$ cat config.mk
export PLATFORM = sky130hd
export DESIGN_NAME = bus_tenure_seq
export DESIGN_NICKNAME = d
export VERILOG_FILES = /design/src/rtl/tenure_pkg.sv /design/src/rtl/addr_tenure_fsm.sv /design/src/rtl/grant_qualifier.sv /design/src/rtl/data_tenure_ctl.sv /design/src/rtl/bus_tenure_seq.sv
export SDC_FILE = /design/constraint.sdc
export NUM_CORES = 1
export LEC_CHECK = 0
export BUFFER_PORTS_ARGS = -buffer_cell sky130_fd_sc_hd__buf_2
export CORE_MARGIN = 2
export CORE_UTILIZATION = 37
export DETAILED_ROUTE_END_ITERATION = 16
export MAX_ROUTING_LAYER = met4
export PLACE_DENSITY = 0.58
export SLEW_MARGIN = 20
export SYNTH_ARGS = -nofsm -noshare
export SYNTH_HDL_FRONTEND = slang
export SYNTH_SLANG_ARGS = --single-unit
$ cat constraint.sdc
create_clock -name clk -period 1.9 [get_ports clk]
set_clock_uncertainty 0.15 [all_clocks]
set_input_delay 0.285 -clock clk [delete_from_list [all_inputs] [get_ports clk]]
set_output_delay 0.285 -clock clk [all_outputs]
set_load 0.02 [all_outputs]
$ cat src/rtl/tenure_pkg.sv
package tenure_pkg;

  typedef enum logic [3:0] {
    A_IDLE,
    A_REQ,
    A_SNOOP,
    A_TS,
    A_ADDR,
    A_ACKED,
    A_RELEASE,
    A_WAITDATA,
    A_DONE
  } addr_st_t;

  typedef enum logic [1:0] {
    D_IDLE,
    D_WAIT,
    D_XFER,
    D_FULL
  } data_st_t;

  // saturating age counter step
  function automatic int unsigned age_step(input int unsigned age, input int unsigned limit);
    return (age < limit) ? age + 1 : age;
  endfunction

  // retry is honoured once the age since the strobe reaches the minimum
  function automatic logic window_open(input int unsigned age, input int unsigned min_age);
    return age >= min_age;
  endfunction

  // the beat being acknowledged now is the final one of the burst
  function automatic logic final_beat(input int unsigned cnt, input int unsigned beats);
    return (cnt + 1) == beats;
  endfunction

endpackage

$ cat src/rtl/addr_tenure_fsm.sv
module addr_tenure_fsm
  import tenure_pkg::*;
#(
  parameter int unsigned RETRY_MIN_AGE = 2
) (
  input  logic clk,
  input  logic rst_n,
  input  logic core_req,
  input  logic core_addr_only,
  input  logic abus_gnt_n,
  input  logic aack_n,
  input  logic artry_n,
  input  logic data_full,
  output logic breq_n,
  output logic tstart_n,
  output logic data_start,
  output logic own_retry,
  output logic tenure_done
);

  localparam int unsigned AGE_W = (RETRY_MIN_AGE > 0) ? $clog2(RETRY_MIN_AGE + 1) : 1;

  addr_st_t           st_q, st_d;
  logic [AGE_W-1:0]   age_q, age_d;
  logic               retried_q, retried_d;
  logic               ao_q, ao_d;

  always_comb begin
    st_d      = st_q;
    age_d     = age_q;
    retried_d = retried_q;
    ao_d      = ao_q;
    own_retry = 1'b0;
    case (st_q)
      A_IDLE: begin
        if (core_req) begin
          st_d = A_REQ;
          ao_d = core_addr_only;
        end
      end
      A_REQ: begin
        if (!artry_n)         st_d = A_SNOOP;
        else if (!abus_gnt_n) st_d = A_TS;
      end
      A_SNOOP: begin
        if (artry_n) st_d = A_REQ;
      end
      A_TS: begin
        st_d      = A_ADDR;
        age_d     = AGE_W'(1);
        retried_d = 1'b0;
      end
      A_ADDR: begin
        own_retry = !artry_n && window_open(int'(age_q), RETRY_MIN_AGE);
        age_d     = AGE_W'(age_step(int'(age_q), RETRY_MIN_AGE));
        if (own_retry) retried_d = 1'b1;
        if (!aack_n)   st_d = A_ACKED;
      end
      A_ACKED: begin
        own_retry = !artry_n;
        if (own_retry) retried_d = 1'b1;
        st_d = A_RELEASE;
      end
      A_RELEASE: begin
        // retry line may be indeterminate here: not sampled
        if (retried_q)               st_d = A_REQ;
        else if (ao_q || data_full)  st_d = A_DONE;
        else                         st_d = A_WAITDATA;
      end
      A_WAITDATA: begin
        if (data_full) st_d = A_DONE;
      end
      A_DONE: begin
        st_d = A_IDLE;
      end
      default: st_d = A_IDLE;
    endcase
  end

  always_ff @(posedge clk or negedge rst_n) begin
    if (!rst_n) begin
      st_q      <= A_IDLE;
      age_q     <= '0;
      retried_q <= 1'b0;
      ao_q      <= 1'b0;
    end else begin
      st_q      <= st_d;
      age_q     <= age_d;
      retried_q <= retried_d;
      ao_q      <= ao_d;
    end
  end

  assign breq_n      = !((st_q == A_REQ) && artry_n);
  assign tstart_n    = (st_q != A_TS);
  assign data_start  = (st_q == A_TS) && !ao_q;
  assign tenure_done = (st_q == A_DONE);

  assert_ts_single_R2: assert property (@(posedge clk) disable iff (!rst_n)
    !tstart_n |=> tstart_n)
    else $error("transfer start held longer than one cycle");

  assert_snoop_drop_R3: assert property (@(posedge clk) disable iff (!rst_n)
    (st_q == A_REQ && !artry_n) |=> breq_n)
    else $error("request not withdrawn after snooper retry");

  assert_retry_quiet_R6: assert property (@(posedge clk) disable iff (!rst_n)
    own_retry |=> (breq_n && tstart_n && !tenure_done))
    else $error("bus activity right after an honoured retry");

  assert_done_pulse_R9: assert property (@(posedge clk) disable iff (!rst_n)
    tenure_done |=> !tenure_done)
    else $error("completion pulse wider than one cycle");

endmodule

$ cat src/rtl/grant_qualifier.sv
module grant_qualifier (
  input  logic dbus_gnt_n,
  input  logic dbusy_in_n,
  input  logic drtry_n,
  input  logic own_retry,
  output logic qual_gnt
);

  // retries of other pipelined tenures never reach own_retry
  assign qual_gnt = !dbus_gnt_n && dbusy_in_n && drtry_n && !own_retry;

endmodule

$ cat src/rtl/data_tenure_ctl.sv
module data_tenure_ctl
  import tenure_pkg::*;
#(
  parameter int unsigned BURST_BEATS = 4
) (
  input  logic clk,
  input  logic rst_n,
  input  logic data_start,
  input  logic qual_gnt,
  input  logic ta_n,
  input  logic drtry_n,
  input  logic cancel,
  input  logic finish,
  output logic dtenure_n,
  output logic data_full
);

  localparam int unsigned BEAT_W = (BURST_BEATS > 1) ? $clog2(BURST_BEATS) : 1;

  data_st_t          dst_q, dst_d;
  logic [BEAT_W-1:0] beat_q, beat_d;

  always_comb begin
    dst_d  = dst_q;
    beat_d = beat_q;
    case (dst_q)
      D_IDLE: begin
        if (data_start) dst_d = D_WAIT;
      end
      D_WAIT: begin
        if (cancel) dst_d = D_IDLE;
        else if (qual_gnt) begin
          dst_d  = D_XFER;
          beat_d = '0;
        end
      end
      D_XFER: begin
        if (cancel) begin
          dst_d  = D_IDLE;
          beat_d = '0;
        end else if (!drtry_n) begin
          beat_d = '0;
        end else if (!ta_n) begin
          if (final_beat(int'(beat_q), BURST_BEATS)) begin
            dst_d  = D_FULL;
            beat_d = '0;
          end else begin
            beat_d = beat_q + BEAT_W'(1);
          end
        end
      end
      D_FULL: begin
        if (cancel || finish) dst_d = D_IDLE;
      end
      default: dst_d = D_IDLE;
    endcase
  end

  always_ff @(posedge clk or negedge rst_n) begin
    if (!rst_n) begin
      dst_q  <= D_IDLE;
      beat_q <= '0;
    end else begin
      dst_q  <= dst_d;
      beat_q <= beat_d;
    end
  end

  assign dtenure_n = (dst_q != D_XFER);
  assign data_full = (dst_q == D_FULL);

  assert_grant_qualified_R4: assert property (@(posedge clk) disable iff (!rst_n)
    $fell(dtenure_n) |-> $past(qual_gnt))
    else $error("data tenure began without a qualified grant");

  assert_cancel_R7: assert property (@(posedge clk) disable iff (!rst_n)
    cancel |=> (dtenure_n && !data_full))
    else $error("data tenure survived an address retry");

  assert_full_on_beat_R8: assert property (@(posedge clk) disable iff (!rst_n)
    $rose(data_full) |-> $past(!ta_n && drtry_n))
    else $error("burst completed without a final beat");

endmodule

$ cat src/rtl/bus_tenure_seq.sv
module bus_tenure_seq
  import tenure_pkg::*;
#(
  parameter int unsigned RETRY_MIN_AGE = 2,
  parameter int unsigned BURST_BEATS   = 4
) (
  input  logic clk,
  input  logic rst_n,
  input  logic core_req,
  input  logic core_addr_only,
  input  logic abus_gnt_n,
  input  logic aack_n,
  input  logic artry_n,
  input  logic dbus_gnt_n,
  input  logic dbusy_in_n,
  input  logic drtry_n,
  input  logic ta_n,
  output logic breq_n,
  output logic tstart_n,
  output logic dtenure_n,
  output logic tenure_done
);

  logic data_start;
  logic own_retry;
  logic data_full;
  logic qual_gnt;

  addr_tenure_fsm #(
    .RETRY_MIN_AGE(RETRY_MIN_AGE)
  ) u_addr (
    .clk           (clk),
    .rst_n         (rst_n),
    .core_req      (core_req),
    .core_addr_only(core_addr_only),
    .abus_gnt_n    (abus_gnt_n),
    .aack_n        (aack_n),
    .artry_n       (artry_n),
    .data_full     (data_full),
    .breq_n        (breq_n),
    .tstart_n      (tstart_n),
    .data_start    (data_start),
    .own_retry     (own_retry),
    .tenure_done   (tenure_done)
  );

  grant_qualifier u_qual (
    .dbus_gnt_n(dbus_gnt_n),
    .dbusy_in_n(dbusy_in_n),
    .drtry_n   (drtry_n),
    .own_retry (own_retry),
    .qual_gnt  (qual_gnt)
  );

  data_tenure_ctl #(
    .BURST_BEATS(BURST_BEATS)
  ) u_data (
    .clk       (clk),
    .rst_n     (rst_n),
    .data_start(data_start),
    .qual_gnt  (qual_gnt),
    .ta_n      (ta_n),
    .drtry_n   (drtry_n),
    .cancel    (own_retry),
    .finish    (tenure_done),
    .dtenure_n (dtenure_n),
    .data_full (data_full)
  );

endmodule

==> qor.csv, run 1 <==
metric,value,unit
outcome,completed,
htree depth,1,
top-area cell type share of the netlist area,38.03,%
dpl cells,132,
"most used cell, CP",buf_4,
maxcap violations,0,
TritonCTS clock tree,built,
Peak VDD IR,0.7633,mV
Routed Antenna Nets,0,
met1 Resource Use GR,22.50,%
met2 usage,26.54,%
"Seq/Total Area, Yosys",38.03,%
DR pass1 iterations,4,
CTS sink count,12,
worst skew pair latency,0.27,ns
"top cells by area, synth","dfrtp_1, nor4bb_1, nor2_1, nand2_1, o32ai_4",
CTS Root Cell,clkbuf_4,
crit-path max FO,6,
Worst-path clk slew,0.08,ns
Max Freq,0.5478,GHz
total CTS buffers,3,
final period utilization,96.08,%
ANT cells,0,
Routed WL per cell,13.37,um
RSZ-0062 raised after global routing,true,
crit-path cells,"buf_4, nor4b_4, buf_4",
row count,16,
Mapped Cells,85,
Buf/Inv on CP,2,
Yosys top cell by area,dfrtp_1,
"Arr. time, crit path",1.39,ns
min cycle time layout,1.825,ns
final core utilization,52.34,%
GRT overflow,0,
Rel. slew slack,73.07,%
PD cells,1626,mW/mm^2
Reg-to-Reg End,u_addr.st_q[0],
most frequent cells in the layout,"buf_2, buf_4, dfrtp_1",
final slew viol count,0,
Final Instance Count excl. Fillers,137,
Synthesis Warnings,0,
GRT Util Overall,17.31,%
Synth Register Bits,12,
die span in x,50.20,um
Mapped Nets,97,
critical path class,register to output port,
antenna violations before repair,0,
Startpoint Class,register,
GP Congestion,0.8758,
max incr delay on CP,0.43,ns
largest net degree at the start of global routing,13,
clock tree buffer depth,2,
hold endpoint,u_addr.ao_q,
path depth of the worst reg2reg path,5,
"Setup violations, final",0,
post-DP HPWL,1401,um
Die ar.,0.002520,mm^2
DR iter-0 viols,6,
CP top delay family,flip-flops,
nets@finish,123,
most used routing layer,met2,
worst min path class,input port to register,
global-route wire length before repair,3249,um
Worst Tran Pin Value,0.4029,ns
M3 GR Usage,5.357,%
hold depth,2,
worst reg2reg setup slack,0.08,ns
Setup TNS,0,ns
setup bufs post-CTS,0,
Routed WL,1832,um
Remaining DRCs,0,
Core Box Area,0.001982,mm^2
num ports,15,
Hold Path Origin,core_addr_only,
Slowest cell on crit path,dfrtp_1,
Final Hold Viols,0,
number of global-route vias before repair,734,
P_leak,0.4460,nW
Vias/cell,5.365,
Synth cell types,35,
I/O Buffers,14,
total number of vias,735,
ratio of cells with drive above 1 in the final layout,37.27,%
Area Overhead vs Synth,31.38,%
Mapped Area,789.5,um^2
die extent in y,50.20,um
Initial Util,39.84,%
"Avg Cell Area, Syn",9.288,um^2
crit end category,output port,
Worst R2R Start,u_addr.st_q[0],
CP required,1.46,ns
Yosys cell counts, drive strengths merged:
master   instances
and4             1
nand2b           2
nor3             1
mux2             2
dfrtp           12
o2bb2ai          2
or2              1
or4              1
a21o             1
ha               1
nand3            4
nor2b            1
nor4bb           4
a211o            1
o32ai            1
a211oi           2
or4b             1
clkbuf           2
buf              3
a21oi            5
and3             1
and2             1
nand2            9
nor2            10
inv              1
o41ai            1
a31oi            1
a2111oi          2
o22ai            1
nor4b            2
o21ai            5
nor4             3
layout make-up:
cell class / count / area [um^2]
sequential: 12 / 300.3
multi-input combinational: 67 / 491.7
tap: 27 / 33.78
inverter: 1 / 3.754
timing repair buffer: 26 / 171.4
fill: 180 / 944.7
clock buffer: 4 / 36.28
worst max-delay path by stage:
stage / from / endpoint / slack, ns / cells past startpoint
global route: u_addr.st_q[2] / u_addr.st_q[0] / -0.02 / 4
global placement: u_addr.st_q[2] / u_addr.st_q[0] / 0.1 / 4
detailed placement: u_addr.st_q[2] / u_addr.st_q[0] / 0.09 / 4
finish: u_addr.st_q[2] / tenure_done / 0.07 / 3
CTS: u_addr.st_q[2] / tstart_n / 0.02 / 5
floorplan: u_addr.st_q[3] / u_addr.st_q[0] / 0.06 / 5
kinds of logic (layout without fill, tap and decap cells):
logic type	Yosys count	count (layout)	share of synthesized area, %
AO/OA/AOI/OAI	22	22	21.08
multiplexers	2	2	3.327
flip-flops	12	12	38.04
adder cells (fa/ha/maj)	1	1	1.585
AND/OR/NAND/NOR	42	42	31.54
buffers and inverters	6	31	4.437
power by group:
group	total, mW	switching (mW)	internal (mW)
clock network	0.204	0.0876	0.117
registers	0.495	0.123	0.372
logic	0.988	0.506	0.482
total	1.69	0.717	0.970
repair_timing:
action	in CTS	in global routing
endpoints found under the hold margin	12	0
endpoints found under the setup margin	0	5
hold buffers	1	0
gates resized for setup	0	9
registers in the layout, summed over array words and instances (netlist names):
name and count:
u_data.dst_q 2, u_addr.st_q 4, u_data.beat_q 2, u_addr.retried_q 1
u_addr.ao_q 1, u_addr.age_q 2
metrics by stage:
| stage | instance area, um^2 | hold WS (ns) | setup WS, ns | total power, mW |
|---|---|---|---|---|
| after global routing | 1037 | 0.09173 | -0.01741 | 1.832 |
| after global placement | 959.7 | 0.03533 | 0.09983 | 1.413 |
| after detailed placement | 959.7 | 0.03995 | 0.08684 | 1.419 |
| after floorplan | 804.5 | -0.1606 | 0.06447 | 1.124 |
| after CTS | 1006 | 0.08094 | 0.02388 | 1.635 |
| final | 1037 | 0.08802 | 0.07452 | 1.687 |
layer usage:
layer / wire (um) / vias up / part of all wire [%]
li1: - / 379 / -
met1: 873 / 336 / 48
met2: 861 / 18 / 47
met3: 87 / 2 / 4.7
met4: 9 / 0 / 0.49
met5: 0 / - / 0
(Power assumes the default switching activity.)
==> run 2: changes to the inputs <==
BUFFER_PORTS_ARGS = -buffer_cell sky130_fd_sc_hd__buf_4   (was -buffer_cell sky130_fd_sc_hd__buf_2)
==> run 2 against run 1 <==
Compared with the run above:
- first-iteration DRC count is 50% higher
- wire length is 3.1% higher
- highest routed layer unchanged
- clock-buffer cell count is 1 lower
- sequential cell count stayed put
- via count is 0.95% higher
- combinational power is 2.1% lower
- critical path depth is 1 higher
- clock power is 23% lower
- sequential share of layout area is 0.31 points lower
- final cell count is 0.73% lower
==> qor.csv, run 2 (same netlist as run 1, synthesis figures left out) <==
metric,value,unit
Worst-path clk slew,0.08,ns
largest net degree at the start of global routing,13,
nets@finish,123,
num ports,15,
min cycle time layout,1.827,ns
sequential power share,30.8,%
Routed WL,1888,um
htree depth,1,
CTS Root Cell,clkbuf_4,
fillers,182,
post-route setup slack,0.07253,ns
combinational share of power,59.4,%
final core utilization,52.90,%
GRT overflow,0,
post-place setup slack,0.07365,ns
total number of vias,742,
I/O Buffers,14,
CTS sink count,12,
CP required,1.91,ns
final slew viol count,0,
DR iter-0 viols,9,
Net Switching,0.6934,mW
Routed WL per cell,13.88,um
Peak VDD IR,0.8958,mV
maxcap violations,0,
Die ar.,0.002520,mm^2
Rel. slew slack,68.86,%
crit-path max FO,4,
PD cells,1551,mW/mm^2
Largest register FFs,4,
Largest Register,u_addr.st_q,
crit end category,register,
RSZ-0062 raised after global routing,true,
sw frac,42.63,%
worst min path class,input port to register,
critical path class,register to register,
antenna violations before repair,0,
Max Freq,0.5472,GHz
Area Overhead vs Synth,32.81,%
global-route wire length before repair,3291,um
die span in x,50.20,um
Remaining DRCs,0,
Worst Tran Pin Value,0.4554,ns
Initial Util,39.84,%
"Arr. time, crit path",1.84,ns
ANT cells,0,
TritonCTS clock tree,built,
Final Hold Viols,0,
worst skew pair latency,0.28,ns
Total Power,1.627,mW
Startpoint Class,register,
outcome,completed,
GP Congestion,0.7918,
P_leak,0.4503,nW
total CTS buffers,3,
row count,16,
P_int,0.9332,mW
"most common cell after layout, fill and taps aside",buf_4,
ratio of cells with drive above 1 in the final layout,36.70,%
DR pass1 iterations,4,
Vias/cell,5.456,
Routed Antenna Nets,0,
GRT Util Overall,17.41,%
"Setup violations, final",0,
clock tree buffer depth,2,
final period utilization,96.18,%
post-DP HPWL,1408,um
Clock power frac,9.7,%
die extent in y,50.20,um
most frequent cells in the layout,"buf_4, dfrtp_1, nor2_1, nand2_1",
Core Box Area,0.001982,mm^2
number of global-route vias before repair,728,
-- run 2: repair_timing --
item                                    in CTS  in global routing
endpoints found under the setup margin       0                  5
resized for setup                            0                  6
endpoints found under the hold margin       12                  0
hold buffers                                 1                  0
buffers inserted                             0                  1
-- run 2: power by group through the flow --
stage / Clock [mW] / Combinational (mW) / Sequential [mW]
2_1_floorplan: 0 / 0.655 / 0.469
3_3_place_gp: 0 / 0.920 / 0.492
3_5_place_dp: 0 / 0.926 / 0.499
4_1_cts: 0.163 / 0.933 / 0.497
5_1_grt: 0.178 / 1.08 / 0.522
6_report: 0.158 / 0.967 / 0.501
-- run 2: through the flow --
stage / instance area [um^2] / TNS, ns / hold slack (ns) / std cells
2_1_floorplan: 804.5 / 0 / -0.1606 / 85
3_3_place_gp: 987.2 / 0 / -0.01457 / 131
3_5_place_dp: 987.2 / 0 / -0.01501 / 131
4_1_cts: 1020 / 0 / 0.09025 / 135
5_1_grt: 1049 / -0.07701 / 0.09530 / 136
6_report: 1049 / 0 / 0.09365 / 136
-- run 2: worst paths after layout --
path                             startpoint  slack, ns                to  cells after the start
max                          u_addr.st_q[3]       0.07   u_data.dst_q[0]                      4
min                          core_addr_only       0.09       u_addr.ao_q                      2
max reg2reg                  u_addr.st_q[3]       0.07   u_data.dst_q[0]                      4
min reg2reg                u_data.beat_q[0]       0.36  u_data.beat_q[0]                      1
max in group asynchronous             rst_n       1.20       u_addr.ao_q                      2
min in group asynchronous             rst_n       0.23   u_addr.age_q[0]                      2
-- run 2: cell type report --
type | count | area [um^2] | share of cell area, %
sequential | 12 | 300.3 | 28.64
tap | 27 | 33.78 | 3.222
multi-input combinational | 67 | 486.7 | 46.42
inverter | 1 | 3.754 | 0.3580
clock buffer | 3 | 22.52 | 2.148
timing repair buffer | 26 | 201.4 | 19.21
-- run 2: worst max-delay path, stage by stage (launching register included) --
cell and delay [ns]:
dfrtp_1 0.41, nand2b_1 0.19, or4_4 0.46, and3_1 0.21
a211o_1 0.29
-- run 2: per-layer routing --
layer | wire length, um | part of all wire (%) | GRT usage [%]
met1 | 900 | 48 | 21.85
met2 | 916 | 49 | 28.73
met3 | 64 | 3.4 | 5.357
met4 | 7 | 0.37 | 1.389
met5 | 0 | 0 | -
==> run 3: changes to the inputs <==
ABC_AREA = 1   (was not set)
PLACE_DENSITY = 0.55   (was 0.58)
==> run 3 against run 2 <==
Compared with the run above:
- synthesized cell count grew 45%
- area after synthesis grew 13%
- first-iteration DRC count grew to 2.8 times the previous value
- wire length grew 5.4%
- die area grew 12%
- via count grew 13%
- clock power is essentially flat
- clock-buffer cell count is the same
- core utilization shrank 5.5 points
- global-route usage shrank 0.12 points
- critical path type is now register to output port
==> qor.csv, run 3 <==
metric,value,unit
Synthesis Warnings,0,
final slew viol count,0,
largest net degree at the start of global routing,13,
clock tree buffer depth,2,
Mapped Cells,123,
outcome,completed,
GP Congestion,0.9475,
dpl cells,165,
"top cells by area, synth","dfrtp_1, nand2_1, inv_1, nand3_4, nand3_1",
Mapped Nets,135,
htree depth,1,
Synth cell types,21,
CTS Root Cell,clkbuf_4,
number of global-route vias before repair,787,
Adder-Cell Fraction of Synth Area,1.403,%
I/O Buffers,14,
ratio of cells with drive above 1 in the final layout,28.37,%
Final Hold Viols,0,
Peak VDD IR,0.6424,mV
"Seq/Total Area, Yosys",33.66,%
complex-gate fraction of the synthesized area,11.22,%
"Setup violations, final",0,
Yosys top cell by area,dfrtp_1,
CTS sink count,12,
P_leak,0.5392,nW
Synth Register Bits,12,
Routed Antenna Nets,0,
Vias/cell,4.976,
Clock power frac,9.9,%
die span in x,53.10,um
post-DP HPWL,1641,um
Core Box Area,0.002255,mm^2
Routed WL,1990,um
Die ar.,0.002820,mm^2
Synth Area in XOR/XNOR,0,%
Mapped Area,892.1,um^2
critical path class,register to output port,
global-route wire length before repair,3456,um
"most common cell after layout, fill and taps aside",nand2_1,
combinational share of power,58.3,%
TritonCTS clock tree,built,
Max Freq,0.5497,GHz
Hold Path Origin,core_addr_only,
most frequent cells in the layout,"nand2_1, inv_1, buf_4",
Startpoint Class,register,
Remaining DRCs,0,
most frequent cell after synthesis,nand2_1,
Setup TNS,0,ns
share of async-settable or async-resettable flops after synthesis,100.0,%
Worst Tran Pin Value,0.2967,ns
min cycle time layout,1.819,ns
"Avg Cell Area, Syn",7.253,um^2
Worst-path clk slew,0.07,ns
top post-synthesis cells by count,"nand2_1, inv_1, dfrtp_1",
Synth Area in Simple Gates,44.88,%
final period utilization,95.75,%
multiplexer share of the synthesized area,0,%
crit end category,output port,
Rel. slew slack,80.15,%
total CTS buffers,3,
num ports,15,
Largest register FFs,4,
sw frac,50.86,%
worst min path class,input port to register,
P_int,0.7655,mW
CP Launch Point,u_addr.st_q[1],
total number of vias,841,
maxcap violations,0,
CP required,1.46,ns
PD cells,1456,mW/mm^2
Area Overhead vs Synth,19.92,%
Net Switching,0.7922,mW
row count,17,
Largest Register,u_addr.st_q,
top-area cell type share of the netlist area,33.66,%
antenna violations before repair,0,
die extent in y,53.10,um
RSZ-0062 raised after global routing,false,
"Arr. time, crit path",1.38,ns
ys flop type,dfrtp_1,
GRT overflow,0,
Final Instance Count excl. Fillers,169,
final core utilization,47.45,%
crit-path max FO,6,
largest family of logic cells by synthesized area,simple AND/OR/NAND/NOR gates,
nets@finish,155,
DR iter-0 viols,25,
Post-synth EDFFs,0,
Routed WL per cell,11.78,um
worst skew pair latency,0.27,ns
DR pass1 iterations,4,
GRT Util Overall,17.30,%
sequential power share,31.8,%
Worst R2R Start,u_addr.st_q[2],
Initial Util,39.57,%
ANT cells,0,
==> run 3: changes by cell type in the layout (fill, tap and decap cells not counted), moves of 4 or more <==
cell     before  now
buf_4        24   14
inv_1         1   17
inv_2         0    4
nand2_1       9   29
nand2_2       0    4
nand3_1       3   10
nand4_1       0    5
nor2_4        0    4
nor3_1        0    4
==> run 3: kinds of logic (layout without fill, tap and decap cells) <==
logic type / count (synthesis) / in the layout
AO/OA/AOI/OAI: 16 / 16
adder cells (fa/ha/maj): 1 / 1
buffers and inverters: 21 / 39
flip-flops: 12 / 12
AND/OR/NAND/NOR: 73 / 73
==> run 3: final cells by class <==
type	instances	area, um^2
Clock buffer	3	22.52
Fill cell	246	1185
Inverter	21	78.83
Multi-Input combinational cell	90	518.0
Sequential cell	12	300.3
Tap cell	28	35.03
Timing Repair Buffer	15	115.1
==> run 3: worst paths after layout <==
check / end / slack, ns / cells past startpoint
worst min-delay path: u_addr.ao_q / 0.09 / 3
worst max register to register: u_data.dst_q[0] / 0.28 / 9
worst max-delay path: tenure_done / 0.08 / 4
max in group asynchronous: u_addr.age_q[1] / 1.21 / 2
min in group asynchronous: u_data.dst_q[1] / 0.24 / 2
worst min register to register: u_data.beat_q[1] / 0.33 / 2
==> run 3: per-stage QoR <==
| stage | hold slack [ns] | worst slack [ns] | total power [mW] | cell area (um^2) |
|---|---|---|---|---|
| floorplan | -0.1606 | 0.3007 | 1.176 | 892.1 |
| global placement | -0.01648 | 0.2263 | 1.398 | 1032 |
| detailed placement | -0.01268 | 0.2381 | 1.394 | 1032 |
| CTS | 0.07758 | 0.07079 | 1.558 | 1065 |
| global route | 0.07638 | 0.003346 | 1.729 | 1070 |
| finish | 0.08947 | 0.08067 | 1.558 | 1070 |
==> run 3: what timing repair did <==
item | CTS | global route
hold endpoints to repair | 12 | 0
setup buffers | 0 | 0
setup endpoints to repair | 0 | 1
gates resized for setup | 0 | 1
hold buffers | 1 | 0
==> run 3: power by group through the flow <==
stage          registers [mW]  clock network [mW]  logic, mW
6_report                0.495               0.155      0.908
5_1_grt                 0.513               0.179       1.04
4_1_cts                 0.491               0.163      0.904
3_5_place_dp            0.498                   0      0.896
3_3_place_gp            0.494                   0      0.904
2_1_floorplan           0.471                   0      0.705
==> run 3: metal layers <==
| layer | GRT usage [%] | wire, um | share of wire (%) |
|---|---|---|---|
| met3 | 3.390 | 121 | 6.1 |
| met2 | 26.25 | 867 | 44 |
| met5 | - | 0 | 0 |
| met1 | 23.87 | 991 | 50 |
| met4 | 3.846 | 8 | 0.40 |
==> run 3: worst max-delay path, stage by stage, from the launching register on <==
cell	delay (ns)
dfrtp_1	0.47
nor2_4	0.21
inv_1	0.08
nor3_1	0.17
buf_4	0.18
